### src/rtl/wdt_pkg.sv
package wdt_pkg;

  typedef enum logic [1:0] {
    SRC_OFF  = 2'b00,
    SRC_OSC  = 2'b01,
    SRC_SYS  = 2'b10,
    SRC_OFF2 = 2'b11
  } wdt_src_e;

  typedef enum logic {
    LAST_A = 1'b0,
    LAST_B = 1'b1
  } wdt_last_e;

endpackage

### src/rtl/wdt_tick_gen.sv
module wdt_tick_gen
  import wdt_pkg::*;
#(
  parameter int PRE_W  = 2,
  parameter int SYNC_N = 2
) (
  input  logic     clk,
  input  logic     rst,
  input  wdt_src_e src,
  input  logic     osc_i,
  input  logic     restart_i,
  output logic     tick_o
);

  // Oscillator synchronizer, plus one stage used for edge detection
  logic [SYNC_N:0] osc_sh;
  logic            osc_edge;

  always_ff @(posedge clk) begin
    if (rst) osc_sh <= '0;
    else     osc_sh <= {osc_sh[SYNC_N-1:0], osc_i};
  end

  assign osc_edge = osc_sh[SYNC_N-1] & ~osc_sh[SYNC_N];

  logic sys_tick;

  generate
    if (PRE_W == 0) begin : g_nodiv
      assign sys_tick = 1'b1;
    end else begin : g_div
      localparam logic [PRE_W-1:0] PRE_LAST = '1;
      logic [PRE_W-1:0] pre_q;
      always_ff @(posedge clk) begin
        if (rst || restart_i)  pre_q <= '0;
        else if (src == SRC_SYS) pre_q <= pre_q + 1'b1;
      end
      assign sys_tick = (pre_q == PRE_LAST);
    end
  endgenerate

  always_comb begin
    unique case (src)
      SRC_OSC: tick_o = osc_edge;
      SRC_SYS: tick_o = sys_tick;
      default: tick_o = 1'b0;
    endcase
  end

endmodule

### src/rtl/wdt_clear_seq.sv
module wdt_clear_seq
  import wdt_pkg::*;
(
  input  logic clk,
  input  logic rst,
  input  logic dual_i,
  input  logic clr_i,
  input  logic clr_a_i,
  input  logic clr_b_i,
  output logic clr_eff_o
);

  wdt_last_e last_q;
  logic      a_only, b_only, dual_ok;

  assign a_only  = clr_a_i & ~clr_b_i;
  assign b_only  = clr_b_i & ~clr_a_i;
  assign dual_ok = (a_only && last_q == LAST_B) || (b_only && last_q == LAST_A);

  assign clr_eff_o = dual_i ? dual_ok : clr_i;

  always_ff @(posedge clk) begin
    if (rst) last_q <= LAST_B;
    else if (dual_i && dual_ok) last_q <= a_only ? LAST_A : LAST_B;
  end

  // each accepted pair command flips the recorded last command
  a_r5_last_flips: assert property (@(posedge clk) disable iff (rst)
    (dual_i && clr_eff_o) |=> (last_q != $past(last_q)));

endmodule

### src/rtl/wdt_counter.sv
module wdt_counter #(
  parameter int CNT_W = 16
) (
  input  logic clk,
  input  logic rst,
  input  logic tick_i,
  input  logic clear_i,
  output logic ovf_o
);

  localparam logic [CNT_W-1:0] CNT_MAX = '1;

  logic [CNT_W-1:0] cnt_q;

  assign ovf_o = tick_i && (cnt_q == CNT_MAX) && !clear_i;

  always_ff @(posedge clk) begin
    if (rst || clear_i) cnt_q <= '0;
    else if (tick_i)    cnt_q <= cnt_q + 1'b1;
  end

  // any clear empties the count
  a_r6_clear_empties: assert property (@(posedge clk) disable iff (rst)
    clear_i |=> (cnt_q == '0));

  // no tick and no clear leaves the count untouched
  a_r2_idle_hold: assert property (@(posedge clk) disable iff (rst)
    (!tick_i && !clear_i) |=> $stable(cnt_q));

  // an overflow wraps the count to zero
  a_r7_wraps: assert property (@(posedge clk) disable iff (rst)
    ovf_o |=> (cnt_q == '0));

endmodule

### src/rtl/wdt_dual_clear.sv
module wdt_dual_clear
  import wdt_pkg::*;
#(
  parameter int CNT_W  = 16,
  parameter int PRE_W  = 2,
  parameter int SYNC_N = 2
) (
  input  logic       clk,
  input  logic       rst,
  input  logic [1:0] src_sel_i,
  input  logic       dual_mode_i,
  input  logic       osc_i,
  input  logic       clr_i,
  input  logic       clr_a_i,
  input  logic       clr_b_i,
  input  logic       halt_i,
  output logic       to_o,
  output logic       pdf_o,
  output logic       halted_o,
  output logic       sys_rst_o,
  output logic       wake_o
);

  wdt_src_e src;
  logic     clr_eff, restart, tick, ovf;
  logic     to_q, pdf_q, halted_q, sys_rst_q, wake_q;

  assign src     = wdt_src_e'(src_sel_i);
  assign restart = clr_eff | halt_i;

  wdt_clear_seq i_seq (
    .clk       (clk),
    .rst       (rst),
    .dual_i    (dual_mode_i),
    .clr_i     (clr_i),
    .clr_a_i   (clr_a_i),
    .clr_b_i   (clr_b_i),
    .clr_eff_o (clr_eff)
  );

  wdt_tick_gen #(.PRE_W(PRE_W), .SYNC_N(SYNC_N)) i_tick (
    .clk       (clk),
    .rst       (rst),
    .src       (src),
    .osc_i     (osc_i),
    .restart_i (restart),
    .tick_o    (tick)
  );

  wdt_counter #(.CNT_W(CNT_W)) i_cnt (
    .clk     (clk),
    .rst     (rst),
    .tick_i  (tick),
    .clear_i (restart),
    .ovf_o   (ovf)
  );

  always_ff @(posedge clk) begin
    if (rst) begin
      to_q      <= 1'b0;
      pdf_q     <= 1'b0;
      halted_q  <= 1'b0;
      sys_rst_q <= 1'b0;
      wake_q    <= 1'b0;
    end else begin
      sys_rst_q <= ovf & ~halted_q;
      wake_q    <= ovf &  halted_q;
      if (halt_i) begin
        pdf_q    <= 1'b1;
        to_q     <= 1'b0;
        halted_q <= 1'b1;
      end else if (clr_eff) begin
        pdf_q <= 1'b0;
        to_q  <= 1'b0;
      end else if (ovf) begin
        to_q     <= 1'b1;
        halted_q <= 1'b0;
      end
    end
  end

  assign to_o      = to_q;
  assign pdf_o     = pdf_q;
  assign halted_o  = halted_q;
  assign sys_rst_o = sys_rst_q;
  assign wake_o    = wake_q;

  // reset request and wake never fire together
  a_r7_r8_exclusive: assert property (@(posedge clk) disable iff (rst)
    !(sys_rst_o && wake_o));

  // a reset request always comes with the timeout flag
  a_r7_rst_flags_to: assert property (@(posedge clk) disable iff (rst)
    sys_rst_o |-> to_o);

  // a wake leaves halt with the timeout and power-down flags set
  a_r8_wake_state: assert property (@(posedge clk) disable iff (rst)
    wake_o |-> (to_o && pdf_o && !halted_o));

  // halt entry sets power-down and halted, clears timeout
  a_r6_halt_flags: assert property (@(posedge clk) disable iff (rst)
    halt_i |=> (pdf_o && halted_o && !to_o));

  // an accepted single clear drops both flags
  a_r4_single_clear: assert property (@(posedge clk) disable iff (rst)
    (!dual_mode_i && clr_i && !halt_i) |=> (!pdf_o && !to_o));

endmodule

### config.mk
export PLATFORM = sky130hd
export DESIGN_NAME = wdt_dual_clear
export DESIGN_NICKNAME = d
export VERILOG_FILES = /design/src/rtl/wdt_pkg.sv /design/src/rtl/wdt_tick_gen.sv /design/src/rtl/wdt_clear_seq.sv /design/src/rtl/wdt_counter.sv /design/src/rtl/wdt_dual_clear.sv
export SDC_FILE = /design/constraint.sdc
export NUM_CORES = 1
export LEC_CHECK = 0
export ABC_AREA = 1
export BUFFER_PORTS_ARGS = -buffer_cell sky130_fd_sc_hd__clkbuf_2
export CELL_PAD_IN_SITES_DETAIL_PLACEMENT = 1
export CELL_PAD_IN_SITES_GLOBAL_PLACEMENT = 1
export CORE_MARGIN = 2
export CORE_UTILIZATION = 23
export CTS_BUF_LIST = sky130_fd_sc_hd__clkbuf_16
export DETAILED_ROUTE_END_ITERATION = 8
export PLACE_DENSITY_LB_ADDON = 0.1
export SYNTH_ARGS = -nofsm -noshare
export SYNTH_HDL_FRONTEND = slang
export SYNTH_SLANG_ARGS = --single-unit
### constraint.sdc
create_clock -name clk -period 3.5 [get_ports clk]
set_input_delay 1.05 -clock clk [delete_from_list [all_inputs] [get_ports clk]]
set_output_delay 1.05 -clock clk [all_outputs]
set_load 0.1 [all_outputs]
Yosys cells after proc, flatten, opt, wreduce, memory -nomap -nowiden
Cells that the tools add are included.
{"block": "classes", "addsub": 2, "eq_ne": 5, "n_mux": 8, "bitwise": 11, "n_reduce_logical": 12}
{"op": "$add A16 B1 Y16 const B", "n": 1}
{"op": "$eq A16 B16 Y1 const B", "n": 1}
{"op": "$mux W1", "n": 7}
{"op": "$and A1 B1 Y1", "n": 5}
{"op": "$logic_and A1 B1 Y1", "n": 5}
{"op": "$not A1 Y1", "n": 5}
{"op": "$eq A2 B2 Y1 const B", "n": 2}
{"op": "$reduce_bool A2 Y1", "n": 2}
{"op": "$reduce_or A3 Y1", "n": 1}
{"op": "$add A2 B1 Y2 const B", "n": 1}
{"op": "$eq A2 B1 Y1 const B", "n": 1}
{"op": "$logic_or A1 B1 Y1", "n": 2}
{"op": "$ne A2 B2 Y1 const B", "n": 1}
{"op": "$pmux W1 S2", "n": 1}
{"op": "$reduce_and A2 Y1", "n": 1}
{"op": "$logic_not A1 Y1", "n": 1}
{"op": "$or A1 B1 Y1", "n": 1}
{"block": "totals", "ff_bits": 27, "in_bits": 10, "wordCells": 47}

Longest topological paths before layout
Gate-level depths: netlist (run 1).
{"block": "depth", "ltp_word": 11, "depth_mapped": 9}

Cells and area by module
Synthesis (run 1) repeated with hierarchy kept, for this count alone.
{"block": "unflattened", "hier_cells": 187, "hier_area_um2": 1291.2}
{"module": "wdt_counter", "instances": 1, "cells_per_inst": 121, "area_per_inst_um2": 805.8}
{"module": "wdt_tick_gen", "instances": 1, "cells_per_inst": 29, "area_per_inst_um2": 225.2}
{"module": "wdt_dual_clear", "instances": 1, "cells_per_inst": 21, "area_per_inst_um2": 172.7}
{"module": "wdt_clear_seq", "instances": 1, "cells_per_inst": 16, "area_per_inst_um2": 87.6}

Worst setup path after synthesis (run 1)
Ideal clock, no wire load.
{"block": "synth_timing", "path_kind": "input to register", "from": "input port src_sel_i[0]", "to": "register halted_q, in the netlist halted_o", "setup_ns": 0.119, "arrival_time_ns": 1.913, "slack_ns": 1.468, "cell_stages": 9, "n_path_buf": 0, "path_cell_list": "inv_1 ha_1 nand2_1 nand2_1 nand2_4 nor2_4 nand2_2 nor2_1 nor2_1"}
{"block": "synth_via", "elab_chain_len": 6, "word_cells_on_any_way": 7, "classes_between": "eq/ne: 2; mux: 1; reduce/logical: 4"}
{"element": "from (decl)", "line": "wdt_dual_clear.sv:10", "text": "input logic [1:0] src_sel_i,"}
{"element": "$eq A2 B2 Y1 or $eq A2 B1 Y1 (tied branches)", "line": "wdt_tick_gen.sv:43", "text": "unique case (src)"}
{"element": "$pmux W1 S2 (*)", "line": "wdt_tick_gen.sv:43"}
{"element": "$logic_and A1 B1 Y1 (*) (2 in series)", "line": "wdt_counter.sv:15", "text": "assign ovf_o = tick_i && (cnt_q == CNT_MAX) && !clear_i;"}
{"element": "$reduce_bool A2 Y1 (no source line) (*)"}
{"element": "$reduce_and A2 Y1 (no source line) (*)"}
{"element": "to (signal assigned)", "line": "wdt_dual_clear.sv:62", "text": "halted_q <= 1'b0;"}
{"element": "to (signal assigned)", "line": "wdt_dual_clear.sv:71", "text": "halted_q <= 1'b1;"}
{"element": "to (signal assigned)", "line": "wdt_dual_clear.sv:77", "text": "halted_q <= 1'b0;"}
{"element": "to (decl)", "line": "wdt_dual_clear.sv:26", "text": "logic to_q, pdf_q, halted_q, sys_rst_q, wake_q;"}
Every way passes the cells marked *; elsewhere a longest branch is shown, timed or not.
A chain may end at the register's enable or synchronous reset.

Worst setup path in the final report (run 1)
{"block": "layout_timing", "from": "register halted_q, in the netlist halted_o", "to": "output port halted_o"}
{"element": "to (decl)", "line": "wdt_dual_clear.sv:19", "text": "output logic halted_o,"}
No word-level cell between the ends.

==> key figures, run 1 <==
CTS
  – CTS Sinks: 27
  – Htree depth: 1
  – Clk Latency, worst-skew pair: 260 ps
  – CTS clk-pin slew, worst paths: 70 ps
  – Root Driver: clkbuf_16
  – CTS hold repair buffers: 0
  – CTS tree: done
  – # resized after CTS: 0
  – Post-CTS Setup Bufs: 0
  – Max clock buf depth: 2
  – Total CTS buffers: 3

Routing
  – Via count: 1185
  – DRC viols: 0
  – DR vias/cell: 4.278
  – DRT Pass-1 Iters: 3
  – Starting DRC count in detailed routing: 20
  – Total wire length: 3.163 mm
  – DRT antenna net count: 0
  – Post-detailed-route wirelength per cell: 11.42 um

Critical path
  – Critical path endpoint category: primary output
  – Critical path cell sequence: clkbuf_2
  – Slowest CP cell: clkbuf_2
  – Top delay family on crit path: buffers and inverters
  – CP max FO: 4
  – CP arrival: 1100 ps
  – CP peak stage delay: 470 ps
  – WP data required: 2450 ps
  – Reg2reg setup slack: 2010 ps
  – Worst setup SP type: register
  – Buffers and inverters on the worst path: 1
  – Critical path class: register to primary output

Global route
  – Vias in the first global route: 1288
  – Largest net degree at the start of global routing: 17
  – Antenna violations before repair: 0
  – Global-route wire length before repair: 5.568 mm
  – GRT Overall Usage: 10.85%
  – GRT overflow: 0

Layout
  – Area Growth Syn to Fin: 16.20%
  – Most frequent cells in the layout: 43 x nand2_1, 32 x nor2_1, 27 x dfxtp_1
  – Most common cell after layout, fill and taps aside: nand2_1
  – Final Net Count: 217
  – Post-Route Utilization: 27.44%
  – Share of layout cells above drive strength 1: 20.79%
  – Ant diodes: 0

Logic synthesis
  – Largest family of logic cells by synthesized area: simple AND/OR/NAND/NOR gates
  – Simple-gate share of the synthesized area: 40.59%
  – Seq cells post-synth: 27
  – EDFF count, synth: 0
  – Post-synth cell types: 30
  – Synth Area in XOR/XNOR: 1.890%
  – Syn Area/Cell: 7.474 um^2
  – Post-synth top flop: dfxtp_1
  – Mapped Nets: 200
  – Ys async rst share: 0%
  – Compound-cell area share of the yosys netlist: 7.021%
  – Seq/Total Area, Yosys: 38.88%
  – Synth warn: 0
  – Mapped Cells: 186
  – Mux share of post-synthesis cell area: 0.7201%
  – Adder-cell share of the synthesized area: 3.600%
  – Mapped Area: 1390 um^2

Floorplanning
  – FP Rows: 28
  – Initial Util: 23.62%
  – Die H: 81.74 um
  – Die ar.: 6681 um^2
  – Die width: 81.74 um
  – Core area: 5886 um^2
  – Number of I/O pins: 15

Timing
  – Max Fclk: 0.4640 GHz
  – Fin crit period: 2155 ps
  – Total negative slack: 0 ps
  – Actual slew at the worst max-slew pin: 543.8 ps
  – Final Max Tran Viols: 0
  – Fin. Hold Viols: 0
  – Max_slew headroom: 63.90%
  – Worst clock skew: 1.699 ps
  – Min Hold Slack: 406.8 ps
  – Final setup viols: 0
  – RSZ-0062 raised after global routing: no
  – Final worst-path cycle share: 61.57%

Pwr
  – Pwr dens: 390.5 nW/um^2
  – Design Power: 0.0006307 W
  – Leak pwr: 0.6403 nW
  – Worst VDD drop: 132.5 uV

Place
  – Number of port buffers: 14
  – Routability congestion estimate: 0.7623
  – Detail Placement HPWL: 2.524 mm

Run status
  – Status: finished, final reports clean

Run
  – MaxCap Viol Count: 0

Worst hold path
  – Worst hold path type: register to register
-- synth_stat cells (2+ instances only) --
| master | n | area share (%) |
|---|---|---|
| nor2_4 | 3 | 2.4 |
| nand3_1 | 13 | 4.7 |
| ha_1 | 4 | 3.6 |
| nor2_2 | 4 | 1.8 |
| inv_2 | 2 | 0.54 |
| a21oi_1 | 11 | 4.0 |
| nand2_4 | 2 | 1.6 |
| nor2_8 | 2 | 2.9 |
| nand2_2 | 4 | 1.8 |
| dfxtp_1 | 27 | 39 |
| xnor2_1 | 2 | 1.3 |
| nor2_1 | 32 | 8.6 |
| nor3_2 | 2 | 1.4 |
| inv_1 | 20 | 5.4 |
| nand2_1 | 43 | 12 |
-- logic make-up (layout without fill, tap and decap cells) --
kind of cell	Yosys count	in the layout
AOI/OAI and AO/OA	16	16
xor gates and xnor gates	3	3
adders and majority gates	4	4
buffers and inverters	24	40
DFF	27	27
muxes	1	1
and+or+nand+nor	111	111
-- path summary, 6_finish.rpt --
kind,start,endpoint,depth (start not counted)
worst min register to register,i_tick.osc_sh[0]$_SDFF_PP0_,i_tick.osc_sh[1]$_SDFF_PP0_,2
worst max register to register,i_cnt.cnt_q[0]$_SDFFE_PP0P_,i_cnt.cnt_q[14]$_SDFFE_PP0P_,8
worst max-delay path,halted_o$_SDFFE_PP0P_,halted_o,1
worst min-delay path,i_tick.osc_sh[0]$_SDFF_PP0_,i_tick.osc_sh[1]$_SDFF_PP0_,2
-- power breakdown --
| part | leakage [nW] | switching (W) | internal (W) |
|---|---|---|---|
| logic | 0.381 | 0.0000360 | 0.0000152 |
| clock network | 0.0409 | 0.000112 | 0.000154 |
| registers | 0.219 | 0.00000229 | 0.000311 |
-- cell type report --
type	count	area, um^2
Sequential cell	27	540.5
Clock buffer	3	75.07
Multi-Input combinational cell	135	748.2
Timing Repair Buffer	14	70.07
Inverter	22	82.58
Tap cell	75	93.84
Clock inverter	1	5.005
Fill cell	752	4270
-- per-layer routing --
metal	global-route usage [%]	wire length, um	vias up
met1	12.02	1403	561
met3	2.967	82	5
met2	19.67	1636	7
met4	4.000	41	0
met5	0	0	-
li1	-	-	612
-- through the flow --
step	std cells	cell area (um^2)	worst slack (ps)
2_1_floorplan	186	1390	1468
3_3_place_gp	273	1535	1154
3_5_place_dp	273	1535	1051
4_1_cts	277	1615	1316
5_1_grt	277	1615	1154
6_report	277	1615	1345
-- registers in the layout, summed over array words and instances (netlist names) --
| register | cells |
|---|---|
| wake_o | 1 |
| i_seq.last_q | 1 |
| i_tick.g_div.pre_q | 2 |
| pdf_o | 1 |
| i_tick.osc_sh | 3 |
| sys_rst_o | 1 |
| i_cnt.cnt_q | 16 |
| to_o | 1 |
| halted_o | 1 |
(Power assumes the default switching activity.)
==> run 2: changes to the inputs <==
Clock period 3.5 ns to 1.8 ns, I/O delays scaled along.
==> run 2 against run 1 <==
  * Sequential share of layout area shrank 0.31 points
  * Worst setup slack worse by 1200 ps
  * Die area stayed put
  * Register-to-register slack worse by 1700 ps
  * Via count up 0.25%
  * Combinational power up 97%
  * Cell count is 0.72% higher
  * Cell area up 0.93%
  * Power rose by 96%
==> key figures, run 2 (synthesis gave the netlist of run 1 again) <==
Pwr
  – Internal power: 0.0009370 W (was 0.0004807 W)
  – Pwr dens: 757.7 nW/um^2 (was 390.5 nW/um^2)
  – Switching power: 0.0002982 W (was 0.0001501 W)
  – Switching share of power: 24.14% (was 23.79%)
  – Sequential share of power: 49.3% (was 49.7%)
  – Worst VDD drop: 324.5 uV (was 132.5 uV)
  – Combinational Power Share: 8.2% (was 8.1%)
  – Leak pwr: 0.6508 nW (was 0.6403 nW)
  – Clock share of power: 42.5% (was 42.2%)

Layout
  – Finished Layout Cells: 279 (was 277)
  – Largest registers: i_cnt.cnt_q x16, i_tick.osc_sh x3, i_tick.g_div.pre_q x2 (unchanged)
  – Max reg flops: 16 (unchanged)
  – Most frequent cells in the layout: 43 x nand2_1, 32 x nor2_1, 27 x dfxtp_1 (unchanged)
  – Share of layout cells above drive strength 1: 21.57% (was 20.79%)
  – Most common cell after layout, fill and taps aside: nand2_1 (unchanged)
  – Largest reg by FF count: i_cnt.cnt_q (unchanged)
  – Final Net Count: 219 (was 217)
  – Final Cell Area: 1630 um^2 (was 1615 um^2)
  – Area Growth Syn to Fin: 17.28% (was 16.20%)
  – Post-Route Utilization: 27.70% (was 27.44%)
  – Ant diodes: 0 (unchanged)

Place
  – Detail Placement HPWL: 2.429 mm (was 2.524 mm)
  – Number of port buffers: 14 (unchanged)
  – Inst Count DP: 275 (was 273)
  – Routability congestion estimate: 0.7152 (was 0.7623)
  – DP Area: 1550 um^2 (was 1535 um^2)

CTS
  – Max clock buf depth: 2 (unchanged)
  – Post-CTS Setup Bufs: 0 (unchanged)
  – CTS Sinks: 27 (unchanged)
  – Root Driver: clkbuf_16 (unchanged)
  – CTS hold repair buffers: 0 (unchanged)
  – Clk Latency, worst-skew pair: 270 ps (was 260 ps)
  – # resized after CTS: 0 (unchanged)
  – Htree depth: 1 (unchanged)
  – CTS tree: done (unchanged)
  – Total CTS buffers: 3 (unchanged)
  – CTS clk-pin slew, worst paths: 70 ps (about the same)

Critical path
  – Reg2reg path depth: 8 (unchanged)
  – WP data required: 1260 ps (was 2450 ps)
  – RR Endpoint: i_cnt.cnt_q[14]$_SDFFE_PP0P_ (unchanged)
  – Reg2reg setup slack: 320 ps (was 2010 ps)
  – Critical path class: register to primary output (unchanged)
  – Top delay family on crit path: buffers and inverters (unchanged)
  – Critical path endpoint category: primary output (unchanged)
  – Worst setup SP type: register (unchanged)
  – Critical path cell sequence: clkbuf_2 (unchanged)
  – CP max FO: 4 (unchanged)
  – Reg2reg start: i_cnt.cnt_q[0]$_SDFFE_PP0P_ (unchanged)
  – Buffers and inverters on the worst path: 1 (unchanged)
  – CP arrival: 1100 ps (about the same)
  – CP peak stage delay: 470 ps (about the same)
  – Slowest CP cell: clkbuf_2 (unchanged)

Timing
  – Min Hold Slack: 409.7 ps (was 406.8 ps)
  – RSZ-0062 raised after global routing: no (unchanged)
  – Actual slew at the worst max-slew pin: 543.5 ps (was 543.8 ps)
  – Total negative slack: 0 ps (unchanged)
  – Worst clock skew: 6.784 ps (was 1.699 ps)
  – Final Max Tran Viols: 0 (unchanged)
  – Final worst-path cycle share: 91.38%
  – Final setup viols: 0 (unchanged)
  – Max_slew headroom: 63.92% (was 63.90%)
  – Fin. Hold Viols: 0 (unchanged)
  – Fin crit period: 1645 ps
  – Max Fclk: 0.6080 GHz

Global route
  – GRT overflow: 0 (unchanged)
  – Global-route wire length before repair: 5.292 mm (was 5.568 mm)
  – Vias in the first global route: 1232 (was 1288)
  – Largest net degree at the start of global routing: 17 (unchanged)
  – Antenna violations before repair: 0 (unchanged)
  – GRT Overall Usage: 10.22% (was 10.85%)

Floorplanning
  – Core area: 5886 um^2 (unchanged)
  – Die ar.: 6681 um^2 (unchanged)
  – Die H: 81.74 um (unchanged)
  – FP Rows: 28 (unchanged)
  – Initial Util: 23.62% (unchanged)
  – Die width: 81.74 um (unchanged)
  – Number of I/O pins: 15 (unchanged)

Routing
  – DR vias/cell: 4.258 (was 4.278)
  – Post-detailed-route wirelength per cell: 11.01 um (was 11.42 um)
  – Via count: 1188 (was 1185)
  – Starting DRC count in detailed routing: 25 (was 20)
  – DRC viols: 0 (unchanged)
  – DRT antenna net count: 0 (unchanged)
  – DRT Pass-1 Iters: 4 (was 3)
  – Total wire length: 3.071 mm (was 3.163 mm)

Worst hold path
  – Hold Crit Start: i_tick.osc_sh[0]$_SDFF_PP0_ (unchanged)
  – Hold path cells: 2 (unchanged)
  – Hold EP: i_tick.osc_sh[1]$_SDFF_PP0_ (unchanged)
  – Worst hold path type: register to register (unchanged)

Run
  – MaxCap Viol Count: 0 (unchanged)

Run status
  – Status: finished, final reports clean (unchanged)
[run 2: per-stage QoR]
stage | setup slack [ps] | power, W
6_report | 155.2 | 0.001235
5_1_grt | 115.5 | 0.001294
4_1_cts | 142.2 | 0.001265
3_5_place_dp | 37.38 | 0.0007265
3_3_place_gp | 100.6 | 0.0007237
2_1_floorplan | 277.6 | 0.0006957
[run 2: area by class of cell]
type | count | area (um^2)
clock inverter | 1 | 5.005
multi-input combinational | 135 | 748.2
clock buffer | 3 | 75.07
sequential | 27 | 540.5
tap | 75 | 93.84
inverter | 22 | 82.58
fill | 742 | 4255
timing repair buffer | 16 | 85.08
[run 2: tightest hold or removal path, stage by stage (launching register included)]
cell and delay [ps]:
dfxtp_1 300, inv_1 40, nor2_1 30
[run 2: how the worst max path moves through the flow]
| stage | from | slack, ps | end | depth (start not counted) |
|---|---|---|---|---|
| 6_report | halted_o$_SDFFE_PP0P_ | 160 | halted_o | 1 |
| 5_1_grt | halted_o$_SDFFE_PP0P_ | 120 | halted_o | 1 |
| 4_1_cts | halted_o$_SDFFE_PP0P_ | 140 | halted_o | 1 |
| 3_5_place_dp | src_sel_i[0] | 40 | halted_o$_SDFFE_PP0P_ | 10 |
| 3_3_place_gp | src_sel_i[0] | 100 | halted_o$_SDFFE_PP0P_ | 10 |
| 2_1_floorplan | src_sel_i[0] | 280 | halted_o$_SDFFE_PP0P_ | 9 |
[run 2: power by group through the flow]
stage	clock network, W	logic, W	registers [W]
6_report	0.000525	0.000101	0.000609
5_1_grt	0.000572	0.000112	0.000610
4_1_cts	0.000552	0.000104	0.000609
3_5_place_dp	0	0.000103	0.000623
3_3_place_gp	0	0.000101	0.000623
2_1_floorplan	0	0.0000516	0.000644
[run 2: metal layers]
metal / vias to the layer above / wire length [um] / global-route usage (%)
li1: 618 / - / -
met1: 556 / 1400 / 11.31
met2: 9 / 1568 / 19.27
met3: 5 / 66 / 1.978
met4: 0 / 36 / 3.500
met5: - / 0 / 0
==> run 3: changes to the inputs <==
Settings changed: ABC_AREA 1 to not set, CAP_MARGIN set to 20, CELL_PAD_IN_SITES_GLOBAL_PLACEMENT 1 to 2.
==> run 3 against run 2 <==
  * Synthesized cell count fell by 28%
  * Global-route usage rose by 0.63 points
  * Sequential power barely moved
  * Power fell by 0.16%
  * Clock skew fell by 2.0 ps
  * Non-clock buffer count rose by 14
  * Die area fell by 10%
  * Synthesized area fell by 11%
  * Highest routed layer unchanged
==> key figures, run 3 <==
Run status
  – Status: finished, final reports clean (unchanged)

Floorplanning
  – Number of I/O pins: 15 (unchanged)
  – Die width: 77.50 um (was 81.74 um)
  – Core area: 5172 um^2 (was 5886 um^2)
  – Initial Util: 24.02% (was 23.62%)
  – Die H: 77.50 um (was 81.74 um)
  – Die ar.: 6005 um^2 (was 6681 um^2)
  – FP Rows: 26 (was 28)

Routing
  – Met3 wire length: 76 um (was 66 um)
  – Routed length on met2: 1.387 mm (was 1.568 mm)
  – DRT antenna net count: 0 (unchanged)
  – DRC viols: 0 (unchanged)
  – Total wire length: 2.955 mm (was 3.071 mm)
  – Via count: 1078 (was 1188)
  – Top Metal Used: met4 (unchanged)
  – DR vias/cell: 4.587 (was 4.258)
  – Detailed-routing wirelength on met1: 1.446 mm (was 1.400 mm)
  – Starting DRC count in detailed routing: 36 (was 25)
  – Post-detailed-route wirelength per cell: 12.57 um (was 11.01 um)
  – DRT Pass-1 Iters: 4 (unchanged)

Critical path
  – CP max FO: 7 (was 4)
  – Worst setup SP type: input pin (was register)
  – CP arrival: 1980 ps (was 1100 ps)
  – WP data required: 2000 ps (was 1260 ps)
  – Critical path endpoint category: register (was primary output)
  – Critical path class: input pin to register (was register to primary output)

Layout
  – Area Growth Syn to Fin: 33.74% (was 17.28%)
  – Ant diodes: 0 (unchanged)
  – Most frequent cells in the layout: 27 x dfxtp_1, 16 x buf_4, 13 x nor2_1, 13 x clkbuf_2, 11 x a21oi_1 (was 43 x nand2_1, 32 x nor2_1, 27 x dfxtp_1)
  – Share of layout cells above drive strength 1: 29.70% (was 21.57%)
  – Most common cell after layout, fill and taps aside: dfxtp_1 (was nand2_1)
  – Largest registers: i_cnt.cnt_q x16, i_tick.osc_sh x3, i_tick.g_div.pre_q x2 (unchanged)
  – Multi-input logic area: 716.9 um^2 (was 748.2 um^2)
  – Max reg flops: 16 (unchanged)
  – Final Net Count: 180 (was 219)
  – Post-Route Utilization: 32.12% (was 27.70%)
  – Fill cell count: 607 (was 742)
  – Finished Layout Cells: 235 (was 279)
  – Reg area: 540.5 um^2 (unchanged)
  – Largest reg by FF count: i_cnt.cnt_q (unchanged)

Pwr
  – Pwr dens: 742.2 nW/um^2 (was 757.7 nW/um^2)
  – Leak pwr: 0.6200 nW (was 0.6508 nW)
  – Worst VDD drop: 308.0 uV (was 324.5 uV)

CTS
  – CTS tree: done (unchanged)
  – Htree depth: 1 (unchanged)
  – Clk Latency, worst-skew pair: 260 ps (was 270 ps)
  – CTS clk-pin slew, worst paths: 70 ps (about the same)
  – Total CTS buffers: 3 (unchanged)
  – Max clock buf depth: 2 (unchanged)
  – Root Driver: clkbuf_16 (unchanged)
  – CTS Sinks: 27 (unchanged)

Global route
  – Global-route wire length before repair: 5.299 mm (was 5.292 mm)
  – GRT overflow: 0 (unchanged)
  – Vias in the first global route: 1117 (was 1232)
  – GRT Overall Usage: 10.85% (was 10.22%)
  – Largest net degree at the start of global routing: 16 (was 17)
  – Antenna violations before repair: 0 (unchanged)

Logic synthesis
  – Largest family of logic cells by synthesized area: simple AND/OR/NAND/NOR gates (unchanged)
  – Synth cell count leaders: 27 x dfxtp_1, 13 x nor2_1, 12 x a21oi_1, 7 x nand2_1 (was 43 x nand2_1, 32 x nor2_1, 27 x dfxtp_1, 20 x inv_1, 13 x nand3_1)
  – Top post-synthesis cells by area: dfxtp_1 44%, a21oi_1 4.8%, xnor2_1 4.2%, ha_1 4.0%, nor2_1 3.9% (was dfxtp_1 39%, nand2_1 12%, nor2_1 8.6%, inv_1 5.4%, nand3_1 4.7%)
  – Mux share of post-synthesis cell area: 1.611% (was 0.7201%)
  – Top-area cell type share of the netlist area: 43.50% (was 38.88%)
  – Cell with the most instances after synthesis: dfxtp_1 (was nand2_1)
  – Seq/Total Area, Yosys: 43.50% (was 38.88%)
  – Synth warn: 0 (unchanged)
  – Simple-gate share of the synthesized area: 27.09% (was 40.59%)
  – Seq cells post-synth: 27 (unchanged)
  – Adder-cell share of the synthesized area: 4.028% (was 3.600%)
  – Ys async rst share: 0% (unchanged)
  – Post-synth top flop: dfxtp_1 (unchanged)
  – EDFF count, synth: 0 (unchanged)
  – Mapped Cells: 134 (was 186)
  – Synth area leader: dfxtp_1 (unchanged)
  – Compound-cell area share of the yosys netlist: 15.41% (was 7.021%)
  – Post-synth cell types: 38 (was 30)
  – Synth Area in XOR/XNOR: 4.935% (was 1.890%)
  – Syn Area/Cell: 9.272 um^2 (was 7.474 um^2)
  – Mapped Area: 1242 um^2 (was 1390 um^2)
  – Mapped Nets: 148 (was 200)

Place
  – Number of port buffers: 14 (unchanged)
  – Routability congestion estimate: 0.7162 (was 0.7152)
  – Inst Count DP: 229 (was 275)
  – Detail Placement HPWL: 2.235 mm (was 2.429 mm)

Timing
  – Worst clock skew: 4.821 ps (was 6.784 ps)
  – Final setup viols: 0 (unchanged)
  – Final worst-path cycle share: 98.75% (was 91.38%)
  – Fin crit period: 1778 ps (was 1645 ps)
  – Actual slew at the worst max-slew pin: 540.6 ps (was 543.5 ps)
  – Max_slew headroom: 64.12% (was 63.92%)
  – Fin. Hold Viols: 0 (unchanged)
  – RSZ-0062 raised after global routing: yes (was no)
  – Max Fclk: 0.5626 GHz (was 0.6080 GHz)
  – Final Max Tran Viols: 0 (unchanged)

Worst hold path
  – Worst hold path type: register to register (unchanged)

Run
  – MaxCap Viol Count: 0 (unchanged)
-- run 3: report_power, final --
group / leakage, nW / internal (W) / switching, W
clock network: 0.0409 / 0.000300 / 0.000215
logic: 0.360 / 0.0000426 / 0.0000652
registers: 0.219 / 0.000605 / 0.00000541
total: 0.620 / 0.000948 / 0.000285
-- run 3: layout make-up --
cell class / count / area share [%]
clock inverter: 1 / 0.3012
clock buffer: 3 / 4.518
multi-input combinational: 98 / 43.15
sequential: 27 / 32.53
timing repair buffer: 30 / 11.97
inverter: 6 / 2.259
tap: 70 / 5.271
-- run 3: metal layers --
layer	GRT usage, %	vias to the layer above
met2	17.48	13
li1	-	550
met3	1.744	4
met4	4.286	0
met5	0	-
met1	14.51	511
-- run 3: cells by family (layout without fill, tap and decap cells) --
family                   after synthesis  after routing
AO/OA/AOI/OAI                         30             30
XOR/XNOR                               7              7
adder cells (fa/ha/maj)                4              4
buffers and inverters                  9             40
flip-flops                            27             27
multiplexers                           2              2
AND/OR/NAND/NOR                       55             55
-- run 3: what timing repair did --
item | 4_1_cts | 5_1_grt
pin swaps | 1 | 2
endpoints found under the setup margin | 3 | 4
gates resized for setup | 4 | 2
setup buffers | 0 | 2
endpoints found under the hold margin | 0 | 0
hold buffers | 0 | 0
-- run 3: final timing paths --
kind / startpoint / cells past startpoint / slack (ps) / endpoint
max: src_sel_i[1] / 7 / 20 / i_cnt.cnt_q[15]$_SDFFE_PP0P_
max reg2reg: i_tick.g_div.pre_q[0]$_SDFFE_PP0N_ / 5 / 80 / i_cnt.cnt_q[15]$_SDFFE_PP0P_
min: i_tick.osc_sh[0]$_SDFF_PP0_ / 1 / 450 / i_tick.osc_sh[1]$_SDFF_PP0_
min reg2reg: i_tick.osc_sh[0]$_SDFF_PP0_ / 1 / 450 / i_tick.osc_sh[1]$_SDFF_PP0_
-- run 3: critical path, cell delays in order --
cell	delay, ps
clkbuf_8	140
inv_12	50
ha_4	130
nand3b_4	90
a211o_4	360
or4_4	520
a21oi_2	140
-- run 3: metrics by stage --
stage               hold WS, ps  power [W]  setup TNS [ps]  area [um^2]  setup slack (ps)
global placement          420.5  0.0007266           -2987         1546            -277.7
global route              472.6   0.001300          -7.036         1662            -7.036
detailed placement        436.0  0.0007310           -3371         1546            -352.5
CTS                       453.1   0.001261               0         1643            0.9990
floorplan                 413.8  0.0006899          -70.68         1310            -38.64
finish                    445.8   0.001233               0         1662             22.45
